[src/rtl/keyLadderPkg.sv]
package keyLadderPkg;

  localparam int SAMPLE_W = 12;
  localparam int MAP_W    = 32;
  localparam int CHANNELS = 2;
  localparam int INT_KEYS = 6;
  localparam int REM_KEYS = 5;

  typedef logic [SAMPLE_W-1:0] sample_t;
  typedef logic [MAP_W-1:0]    keyMap_t;

  // Panel ladder windows (inclusive) and their bitmap positions.
  localparam sample_t INT_LO [INT_KEYS] = '{12'd1950, 12'd1600, 12'd1250, 12'd900, 12'd550, 12'd200};
  localparam sample_t INT_HI [INT_KEYS] = '{12'd2250, 12'd1900, 12'd1550, 12'd1200, 12'd850, 12'd500};
  localparam int      INT_BIT[INT_KEYS] = '{13, 2, 1, 3, 4, 5};

  // Remote ladder windows (inclusive) and their bitmap positions.
  localparam sample_t REM_LO [REM_KEYS] = '{12'd1930, 12'd1230, 12'd830, 12'd480, 12'd230};
  localparam sample_t REM_HI [REM_KEYS] = '{12'd2070, 12'd1370, 12'd970, 12'd620, 12'd370};
  localparam int      REM_BIT[REM_KEYS] = '{31, 18, 17, 19, 20};

  localparam int INT_PLAY_BIT = 0;
  localparam int REM_PLAY_BIT = 16;

  // Strobes from the debounce control to the datapath, one bit per channel.
  typedef struct packed {
    logic [CHANNELS-1:0] load;
    logic [CHANNELS-1:0] commit;
  } ladderCtl_t;

endpackage

[src/rtl/keyWindowDecoder.sv]
module keyWindowDecoder
  import keyLadderPkg::*;
#(
  parameter int CHANNEL = 0
) (
  input  sample_t sample,
  output keyMap_t code
);

  localparam int NKEYS = (CHANNEL == 0) ? INT_KEYS : REM_KEYS;

  keyMap_t part [NKEYS];

  for (genvar i = 0; i < NKEYS; i++) begin : g_win
    if (CHANNEL == 0) begin : g_int
      assign part[i] = (sample >= INT_LO[i] && sample <= INT_HI[i])
                       ? (keyMap_t'(1) << INT_BIT[i]) : '0;
    end else begin : g_rem
      assign part[i] = (sample >= REM_LO[i] && sample <= REM_HI[i])
                       ? (keyMap_t'(1) << REM_BIT[i]) : '0;
    end
  end

  always_comb begin
    code = '0;
    for (int k = 0; k < NKEYS; k++) begin
      code = code | part[k];
    end
  end

endmodule

[src/rtl/keyDebounceCtl.sv]
module keyDebounceCtl
  import keyLadderPkg::*;
#(
  parameter int DEBOUNCE = 3
) (
  input  logic                clk,
  input  logic                rstN,
  input  logic [CHANNELS-1:0] sampleValid,
  input  logic [CHANNELS-1:0] candMatch,
  output ladderCtl_t          ctl
);

  localparam int CNT_W = $clog2(DEBOUNCE + 1);
  localparam logic [CNT_W-1:0] CNT_TOP = CNT_W'(DEBOUNCE);
  localparam logic [CNT_W-1:0] CNT_ONE = CNT_W'(1);

  logic [CHANNELS-1:0] loadV;
  logic [CHANNELS-1:0] commitV;

  for (genvar ch = 0; ch < CHANNELS; ch++) begin : g_chan
    logic [CNT_W-1:0] runCnt;
    logic [CNT_W-1:0] cntNext;
    logic             sameRun;
    logic             atTop;

    assign sameRun = candMatch[ch] && (runCnt != '0);
    assign atTop   = (runCnt == CNT_TOP);

    always_comb begin
      cntNext = runCnt;
      if (sampleValid[ch]) begin
        if (!sameRun) begin
          cntNext = CNT_ONE;
        end else if (!atTop) begin
          cntNext = runCnt + CNT_ONE;
        end
      end
    end

    assign loadV[ch]   = sampleValid[ch] && !sameRun;
    assign commitV[ch] = sampleValid[ch] && (cntNext == CNT_TOP) && !(sameRun && atTop);

    always_ff @(posedge clk) begin
      if (!rstN) begin
        runCnt <= '0;
      end else begin
        runCnt <= cntNext;
      end
    end
  end

  always_comb begin
    ctl.load   = loadV;
    ctl.commit = commitV;
  end

endmodule

[src/rtl/keyMapDatapath.sv]
module keyMapDatapath
  import keyLadderPkg::*;
(
  input  logic                clk,
  input  logic                rstN,
  input  keyMap_t             intCode,
  input  keyMap_t             remCode,
  input  logic                intPlay,
  input  logic                remPlay,
  input  ladderCtl_t          ctl,
  output logic [CHANNELS-1:0] candMatch,
  output keyMap_t             keyMap,
  output logic                keyChanged
);

  keyMap_t intCand, remCand;
  keyMap_t intStable, remStable;
  keyMap_t intStableNext, remStableNext;
  keyMap_t mapNext, mapReg;
  logic    changedReg;

  assign candMatch[0] = (intCode == intCand);
  assign candMatch[1] = (remCode == remCand);

  assign intStableNext = ctl.commit[0] ? intCode : intStable;
  assign remStableNext = ctl.commit[1] ? remCode : remStable;

  always_comb begin
    mapNext = intStableNext | remStableNext;
    mapNext[INT_PLAY_BIT] = intPlay;
    mapNext[REM_PLAY_BIT] = remPlay;
  end

  always_ff @(posedge clk) begin
    if (!rstN) begin
      intCand    <= '0;
      remCand    <= '0;
      intStable  <= '0;
      remStable  <= '0;
      mapReg     <= '0;
      changedReg <= 1'b0;
    end else begin
      if (ctl.load[0]) intCand <= intCode;
      if (ctl.load[1]) remCand <= remCode;
      intStable  <= intStableNext;
      remStable  <= remStableNext;
      mapReg     <= mapNext;
      changedReg <= (mapNext != mapReg);
    end
  end

  assign keyMap     = mapReg;
  assign keyChanged = changedReg;

  AST_CHANGE_MEANS_NEW: assert property (@(posedge clk) disable iff (!rstN)
    keyChanged |-> (keyMap != $past(keyMap)));
  AST_NEW_MEANS_CHANGE: assert property (@(posedge clk) disable iff (!rstN)
    (keyMap != $past(keyMap)) |-> keyChanged);
  AST_INT_ONE_KEY: assert property (@(posedge clk) disable iff (!rstN)
    $onehot0(keyMap[15:1]));
  AST_REM_ONE_KEY: assert property (@(posedge clk) disable iff (!rstN)
    $onehot0(keyMap[31:17]));

endmodule

[src/rtl/keyLadderDecoder.sv]
module keyLadderDecoder
  import keyLadderPkg::*;
#(
  parameter int DEBOUNCE = 3
) (
  input  logic        clk,
  input  logic        rstN,
  input  logic [11:0] intSample,
  input  logic        intValid,
  input  logic [11:0] remSample,
  input  logic        remValid,
  input  logic        intPlay,
  input  logic        remPlay,
  output logic [31:0] keyMap,
  output logic        keyChanged
);

  keyMap_t             intCode, remCode;
  logic [CHANNELS-1:0] candMatch;
  ladderCtl_t          ctl;

  keyWindowDecoder #(.CHANNEL(0)) u_intDec (.sample(intSample), .code(intCode));
  keyWindowDecoder #(.CHANNEL(1)) u_remDec (.sample(remSample), .code(remCode));

  keyDebounceCtl #(.DEBOUNCE(DEBOUNCE)) u_ctl (
    .clk        (clk),
    .rstN       (rstN),
    .sampleValid({remValid, intValid}),
    .candMatch  (candMatch),
    .ctl        (ctl)
  );

  keyMapDatapath u_dp (
    .clk       (clk),
    .rstN      (rstN),
    .intCode   (intCode),
    .remCode   (remCode),
    .intPlay   (intPlay),
    .remPlay   (remPlay),
    .ctl       (ctl),
    .candMatch (candMatch),
    .keyMap    (keyMap),
    .keyChanged(keyChanged)
  );

  AST_INT_HOLD_IDLE: assert property (@(posedge clk) disable iff (!rstN)
    !intValid |=> (keyMap[15:1] == $past(keyMap[15:1])));
  AST_REM_HOLD_IDLE: assert property (@(posedge clk) disable iff (!rstN)
    !remValid |=> (keyMap[31:17] == $past(keyMap[31:17])));

endmodule

[config.mk]
export PLATFORM = sky130hd
export DESIGN_NAME = keyLadderDecoder
export DESIGN_NICKNAME = d
export VERILOG_FILES = /design/src/rtl/keyLadderPkg.sv /design/src/rtl/keyWindowDecoder.sv /design/src/rtl/keyDebounceCtl.sv /design/src/rtl/keyMapDatapath.sv /design/src/rtl/keyLadderDecoder.sv
export SDC_FILE = /design/constraint.sdc
export NUM_CORES = 1
export LEC_CHECK = 0
export ABC_AREA = 1
export ABC_CLOCK_PERIOD_IN_PS = 2600
export BUFFER_PORTS_ARGS = -buffer_cell sky130_fd_sc_hd__buf_2
export CAP_MARGIN = 20
export CORE_MARGIN = 3
export CORE_UTILIZATION = 55
export CTS_CLUSTER_DIAMETER = 40
export DETAILED_ROUTE_END_ITERATION = 12
export GPL_TIMING_DRIVEN = 0
export PLACE_DENSITY_LB_ADDON = 0.1
export SLEW_MARGIN = 20
export SYNTH_ARGS = -nofsm -noshare
export SYNTH_HDL_FRONTEND = slang
export SYNTH_SLANG_ARGS = --single-unit
[constraint.sdc]
create_clock -name clk -period 2.6 [get_ports clk]
set_input_delay 0 -clock clk [delete_from_list [all_inputs] [get_ports clk]]
set_output_delay 0 -clock clk [all_outputs]
set_load 0.02 [all_outputs]
==> results of run 1 <==
synth_stat cells, drive strengths merged:
cell type,n,area (µm²)
and2,1,6.26
or2,2,12.5
nor2,144,576
nand2,284,1280
xor2,3,26.3
o211ai,4,30.0
nand3,74,380
a41oi,1,8.76
nand3b,2,15.0
a21oi,42,210
clkbuf,10,37.5
dfxtp,108,2160
o21ai,21,109
nor3,14,80.1
inv,98,368
o21bai,1,7.51
nand4,15,109
a31oi,6,37.5
buf,13,118
area by class of cell:
cell class	instances	area, µm²	share of cell area
clock buffers	10	128	0.0203
repair buffers	61	330	0.0525
clock inverters	6	93.8	0.0149
well taps	133	166	0.0265
plain buffers	23	155	0.0247
multi-input cells	614	2880	0.459
flip-flops and latches	108	2160	0.344
inverters	98	368	0.0585
state kept, by name (all words and copies together) (netlist names):
signal,cells
u_dp.remStable,30
u_dp.intCand,6
u_dp.keyChanged,1
u_dp.remCand,5
u_ctl.g_chan.runCnt,4
u_dp.keyMap,32
u_dp.intStable,30
cells by family after synthesis:
group | count (synthesis) | synth area share
flip-flops | 108 | 0.388
XOR/XNOR | 3 | 0.00472
buffers and inverters | 121 | 0.0939
AND/OR/NAND/NOR | 536 | 0.441
AO/OA/AOI/OAI | 75 | 0.0723
worst paths after layout:
check	endpoint	cells past startpoint	from	slack, ns
setup / recovery	u_dp.keyChanged$_SDFF_PN0_	17	u_ctl.g_chan[0].runCnt[0]$_SDFF_PN0_	0.39
hold / removal	u_dp.intCand[5]$_SDFFE_PN0P_	4	intSample[9]	0.06
setup reg to reg	u_dp.keyChanged$_SDFF_PN0_	17	u_ctl.g_chan[0].runCnt[0]$_SDFF_PN0_	0.39
hold reg to reg	u_dp.intStable[12]$_SDFF_PN0_	2	u_dp.intStable[12]$_SDFF_PN0_	0.45
layer usage:
layer / part of all wire / vias up
met3: 0.049 / 9
met1: 0.46 / 2495
met4: 0.0071 / 0
li1: - / 2787
met2: 0.48 / 135
met5: 0 / -
critical path, cell delays in order (launching register included):
cell     delay [ns]
dfxtp_1        0.39
or2_2          0.13
nand2_1        0.05
nor2_2         0.11
nand3_1        0.09
nor2_1         0.14
nand3_2        0.14
buf_6          0.19
nand2_1        0.12
nand2_1        0.07
nand2_1        0.06
nand2_1        0.05
nor2_1         0.11
nand2_1        0.08
nor2_1         0.13
nand2_1        0.10
nor2_1         0.11
nor2_1         0.04
per-stage QoR:
| stage | hold WS, ns | area (µm²) | power (µW) |
|---|---|---|---|
| 6_report | 0.0616 | 6290 | 3270 |
| 5_1_grt | 0.0829 | 6290 | 3410 |
| 4_1_cts | 0.0489 | 6290 | 3280 |
| 3_5_place_dp | 0.218 | 6020 | 2180 |
| 3_3_place_gp | 0.205 | 6020 | 2170 |
| 2_1_floorplan | 0.0935 | 5570 | 2050 |
repair_timing:
action / CTS / global route
setup endpoints to repair: 0 / 0
resized for setup: 0 / 0
endpoints found under the hold margin: 10 / 0
hold buffers: 5 / 0
report_power, final:
| part | internal (µW) | switching, µW |
|---|---|---|
| registers | 1680 | 20.6 |
| logic | 143 | 310 |
| clock network | 552 | 556 |
| total | 2380 | 887 |
==> metrics.md, run 1 <==
| Metric | Value |
|---|---|
| Layout area overhead | `12.9%` |
| CP arrival | `~2.5 ns` |
| Die X | `107 µm` |
| DIE AREA | `between 10000 and 15000 µm²` |
| Hold Path Class | `primary input to register` |
| Final std cells w/o fill | `1053` |
| RSZ-0062 raised after global routing | `no` |
| Fraction of layout cells with a size suffix above 1 | `0.166` |
| M2 GR Usage | `0.411` |
| Cell variety after synth | `32` |
| GR peak layer | `met2` |
| Most frequent cells in the layout | `238 x nand2_1, 136 x nor2_1, 108 x dfxtp_1` |
| Max VDD drop | `around 0.00037 V` |
| Commonest non-fill, non-tap cell in the layout | `nand2_1` |
| Pwr/cell area | `519 nW/µm²` |
| Hpwl dp | `10100 µm` |
| Filler cells | `944` |
| Worst-path clk slew | `around 0.10 ns` |
| CP endpoint kind | `register` |
| Yosys warning count | `0` |
| Ant. Diodes | `0` |
| Total gr overflow | `0` |
| Met1 Use GR | `0.325` |
| Num CTS Buffers | `9` |
| Vias/cell | `5.15` |
| Synthesized instance count | `roughly 840` |
| Starting Density | `0.567` |
| Worst slew pin tran | `0.593 ns` |
| Critical path launch point type | `register` |
| CP max FO | `10` |
| H-tree depth | `3` |
| CTS tree | `done` |
| Pins Over Slew Limit | `0` |
| Gpl congestion | `0.907` |
| Postcts setup bufs | `0` |
| Vias in the first global route | `5012` |
| Pre-antenna DRT Iters | `5` |
| Drc violations | `0` |
| Tcrit/Tclk final | `0.850` |
| Largest net degree at the start of global routing | `19` |
| Min Tclk post-route | `2.21 ns` |
| GRT Overall Usage | `0.240` |
| Via count | `~5.4k` |
| # clock sinks | `108` |
| Setup TNS | `0 ns` |
| Seq cells post-synth | `108` |
| Skew final | `0.0111 ns` |
| Max-cap viol count | `0` |
| Syn Std Cell Area | `5570 µm²` |
| Final WS setup | `roughly 0.4 ns` |
| Fmax achieved | `0.453 GHz` |
| DP Cell Count | `1032` |
| Final setup fails | `0` |
| # IOs | `63` |
| Post-placement setup slack | `0.129 ns` |
| Antenna violations before repair | `0` |
| Port buffer count | `56` |
| Crit path required time | `2.85 ns` |
| Wire per inst | `12.6 µm` |
| Met3 GRT Util | `0.0415` |
| Status | `completed` |
| Syn nets | `873` |
| Leakage | `roughly 0.003 µW` |
| Layout Nets | `945` |
| Die Y-Extent | `107 µm` |
| Root buffer cell | `clkbuf_8` |
| First DRT Iteration DRCs | `380` |
| Util after Layout | `0.640` |
| Global-route wire length before repair | `about 23000 µm` |
| Total wire length | `13300 µm` |
| Relative slew slack | `0.605` |
| Final ANT Viol Nets | `0` |
| Row count | `36` |
| Final hold viol count | `0` |
| CP Class | `register to register` |
| Clk buf depth | `2` |
| Core footprint | `9820 µm²` |
| Worst skew pair latency | `roughly 0.36 ns` |
| Mean Syn Cell Area | `between 6 and 7 µm²` |
| Sequential fraction of the synthesis area | `0.388` |
(Power assumes the default switching activity.)
==> inputs of run 2 (changes only) <==
--- a/config.mk
+++ b/config.mk
@@ -6,11 +6,11 @@
 export NUM_CORES = 1
 export LEC_CHECK = 0
 export ABC_AREA = 1
-export ABC_CLOCK_PERIOD_IN_PS = 2600
+export ABC_CLOCK_PERIOD_IN_PS = 1900
 export BUFFER_PORTS_ARGS = -buffer_cell sky130_fd_sc_hd__buf_2
 export CAP_MARGIN = 20
 export CORE_MARGIN = 3
-export CORE_UTILIZATION = 55
+export CORE_UTILIZATION = 53
 export CTS_CLUSTER_DIAMETER = 40
 export DETAILED_ROUTE_END_ITERATION = 12
 export GPL_TIMING_DRIVEN = 0
==> constraint.sdc (replaced) <==
create_clock -name clk -period 1.9 [get_ports clk]
set_input_delay 0 -clock clk [delete_from_list [all_inputs] [get_ports clk]]
set_output_delay 0 -clock clk [all_outputs]
set_load 0.02 [all_outputs]
==> metrics.md, run 2 (synthesis results as in run 1) <==
| Metric | Value |
|---|---|
| Global-route wire length before repair | `22200 µm (-2.2%)` |
| GRT Overall Usage | `0.234 (-0.00612)` |
| CP arrival | `2.38 ns (-0.08 ns)` |
| Drc violations | `0 (unchanged)` |
| Crit path buffers/inverters | `1 (unchanged)` |
| CP Cell Sequence | `or2_2 -> nand3_2 -> nor2_4 -> nand4_4 -> buf_12 -> nand2_8 -> nand3_1 -> nand2_1 -> nand2_1 -> nor2_1 -> nand2_1 -> nor2_2 -> nand2_1 -> nor2_1 -> nor2_1` |
| Vias/cell | `5.19 (+0.80%)` |
| Vias in the first global route | `5069 (+1.1%)` |
| Worst-path clk slew | `0.10 ns (about the same)` |
| Hpwl dp | `9870 µm (-1.8%)` |
| Status | `finished, violations left` |
| Die Y-Extent | `109 µm (+1.8%)` |
| Ant. Diodes | `0 (unchanged)` |
| Total power | `4410 µW (+35%)` |
| Slowest cell on the critical path | `dfxtp_2` |
| Leakage | `0.00321 µW (+4.1%)` |
| CP endpoint kind | `register` |
| Layout Nets | `955 (+1.1%)` |
| First DRT Iteration DRCs | `345 (-9.2%)` |
| Critical path launch point type | `register` |
| Hold Path Class | `primary input to register` |
| Post-DP Area | `6040 µm² (+0.33%)` |
| Number of flip-flops in the largest register | `32 (unchanged)` |
| Row count | `36 (unchanged)` |
| Clk buf depth | `2 (unchanged)` |
| Tcrit/Tclk final | `1.11 (+0.260)` |
| Via count | `5516 (+1.7%)` |
| Fraction of layout cells with a size suffix above 1 | `0.255 (+0.0888)` |
| Core footprint | `10000 µm² (+1.8%)` |
| Worst slew pin tran | `0.562 ns (-0.0311 ns)` |
| Largest net degree at the start of global routing | `17 (-2)` |
| Antenna violations before repair | `0 (unchanged)` |
| Total wire length | `14000 µm (+5.6%)` |
| Final WS setup | `-0.209 ns (-0.600 ns)` |
| Skew final | `0.0100 ns (-0.00109 ns)` |
| Commonest non-fill, non-tap cell in the layout | `nand2_1` |
| Post-route cell area | `6690 µm² (+6.5%)` |
| Worst skew pair latency | `0.37 ns (about the same)` |
| Starting Density | `0.557 (-0.0102)` |
| CTS tree | `done` |
| RSZ-0062 raised after global routing | `yes` |
| Root buffer cell | `clkbuf_8` |
| Failing checks | `negative setup slack` |
| Num CTS Buffers | `9 (unchanged)` |
| Total gr overflow | `0 (unchanged)` |
| CP max FO | `5 (-5)` |
| Final setup fails | `1 (+1)` |
| # clock sinks | `108 (unchanged)` |
| Pins Over Slew Limit | `0 (unchanged)` |
| Max-cap viol count | `0 (unchanged)` |
| Gpl congestion | `0.926 (+2.1%)` |
| Fmax achieved | `0.474 GHz (+4.8%)` |
| # IOs | `63 (unchanged)` |
| CP Class | `register to register` |
| Max VDD drop | `0.000499 V (+36%)` |
| Most frequent cells in the layout | `208 x nand2_1, 114 x nor2_1, 100 x dfxtp_1` |
| Wire per inst | `13.2 µm (+4.7%)` |
| Port buffer count | `56 (unchanged)` |
| Die X | `109 µm (+1.8%)` |
| Layout area overhead | `20.2%` |
| Crit path largest cell delay | `0.37 ns (-0.02 ns)` |
| Relative slew slack | `0.625 (+0.0207)` |
| Setup TNS | `-0.209 ns (-0.209 ns)` |
| Pre-antenna DRT Iters | `5 (unchanged)` |
| Final ANT Viol Nets | `0 (unchanged)` |
| Delay-heaviest family, CP | `simple AND/OR/NAND/NOR gates` |
| Min Tclk post-route | `2.11 ns (-0.100 ns)` |
| H-tree depth | `3 (unchanged)` |
| Pwr/cell area | `659 nW/µm² (+27%)` |
| Final hold viol count | `0 (unchanged)` |
| Top cell by count, worst path | `nand2_1` |
| DIE AREA | `11800 µm² (+3.6%)` |
| Crit path required time | `2.17 ns (-0.68 ns)` |
## run 2: changes by cell type in the layout (fill, tap and decap cells not counted), moves of 6 or more
cell | previous run | this run
nand2_4 | 19 | 27
dfxtp_1 | 108 | 100
nand2_2 | 27 | 48
buf_4 | 2 | 8
nor2_1 | 136 | 114
nor2_2 | 5 | 23
dfxtp_2 | 0 | 8
nand2_1 | 238 | 208
## run 2: area by class of cell
| class | instances | area [µm²] |
|---|---|---|
| Sequential cell | 108 | 2170 |
| Clock buffer | 10 | 138 |
| Inverter | 98 | 373 |
| Tap cell | 133 | 166 |
| Buffer | 23 | 195 |
| Fill cell | 932 | 3310 |
| Multi-Input combinational cell | 614 | 3130 |
| Clock inverter | 5 | 52.6 |
| Timing Repair Buffer | 71 | 464 |
## run 2: worst paths after layout
check	from	to	slack, ns	cells after the start
hold / removal	remValid	u_ctl.g_chan[1].runCnt[1]$_SDFF_PN0_	0.08	4
hold reg to reg	u_dp.remStable[12]$_SDFF_PN0_	u_dp.remStable[12]$_SDFF_PN0_	0.46	2
setup reg to reg	u_ctl.g_chan[1].runCnt[0]$_SDFF_PN0_	u_dp.keyChanged$_SDFF_PN0_	-0.21	15
setup / recovery	u_ctl.g_chan[1].runCnt[0]$_SDFF_PN0_	u_dp.keyChanged$_SDFF_PN0_	-0.21	15
## run 2: routing by layer
layer,wire length (µm),vias to the layer above,track usage
met5,0,-,0
met3,765,19,0.0424
met4,165,0,0.0676
met2,6760,141,0.397
li1,-,2808,-
met1,6340,2548,0.304
## run 2: where the power goes
part | leakage (µW) | switching [µW] | internal (µW)
Clock | 0.0000979 | 739 | 632
Combinational | 0.00223 | 470 | 240
Sequential | 0.000877 | 27.3 | 2310
## run 2: what timing repair did
action                                  CTS  global route
hold buffers                              5             0
endpoints found under the hold margin    10             0
gates resized for setup                  27            71
setup buffers                             4             3
pin swaps                                 5            18
gates cloned                              0             3
endpoints found under the setup margin    3             4
## run 2: worst register-to-register path, cell delays in order (launching register included)
cell,delay (ns)
dfxtp_2,0.37
or2_2,0.14
nand3_2,0.09
nor2_4,0.13
nand4_4,0.22
buf_12,0.25
nand2_8,0.06
nand3_1,0.08
nand2_1,0.08
nand2_1,0.07
nor2_1,0.10
nand2_1,0.08
nor2_2,0.13
nand2_1,0.06
nor2_1,0.10
nor2_1,0.04
## run 2: stage by stage
step | hold slack, ns | utilization | setup WS (ns) | instances
6_report | 0.0756 | 0.669 | -0.209 | 1062
5_1_grt | 0.0900 | 0.669 | -0.352 | 1062
4_1_cts | 0.0368 | 0.638 | -0.211 | 1056
3_5_place_dp | 0.225 | 0.604 | -0.613 | 1032
3_3_place_gp | 0.206 | 0.604 | -0.558 | 1032
2_1_floorplan | 0.0935 | - | 0.00147 | 843
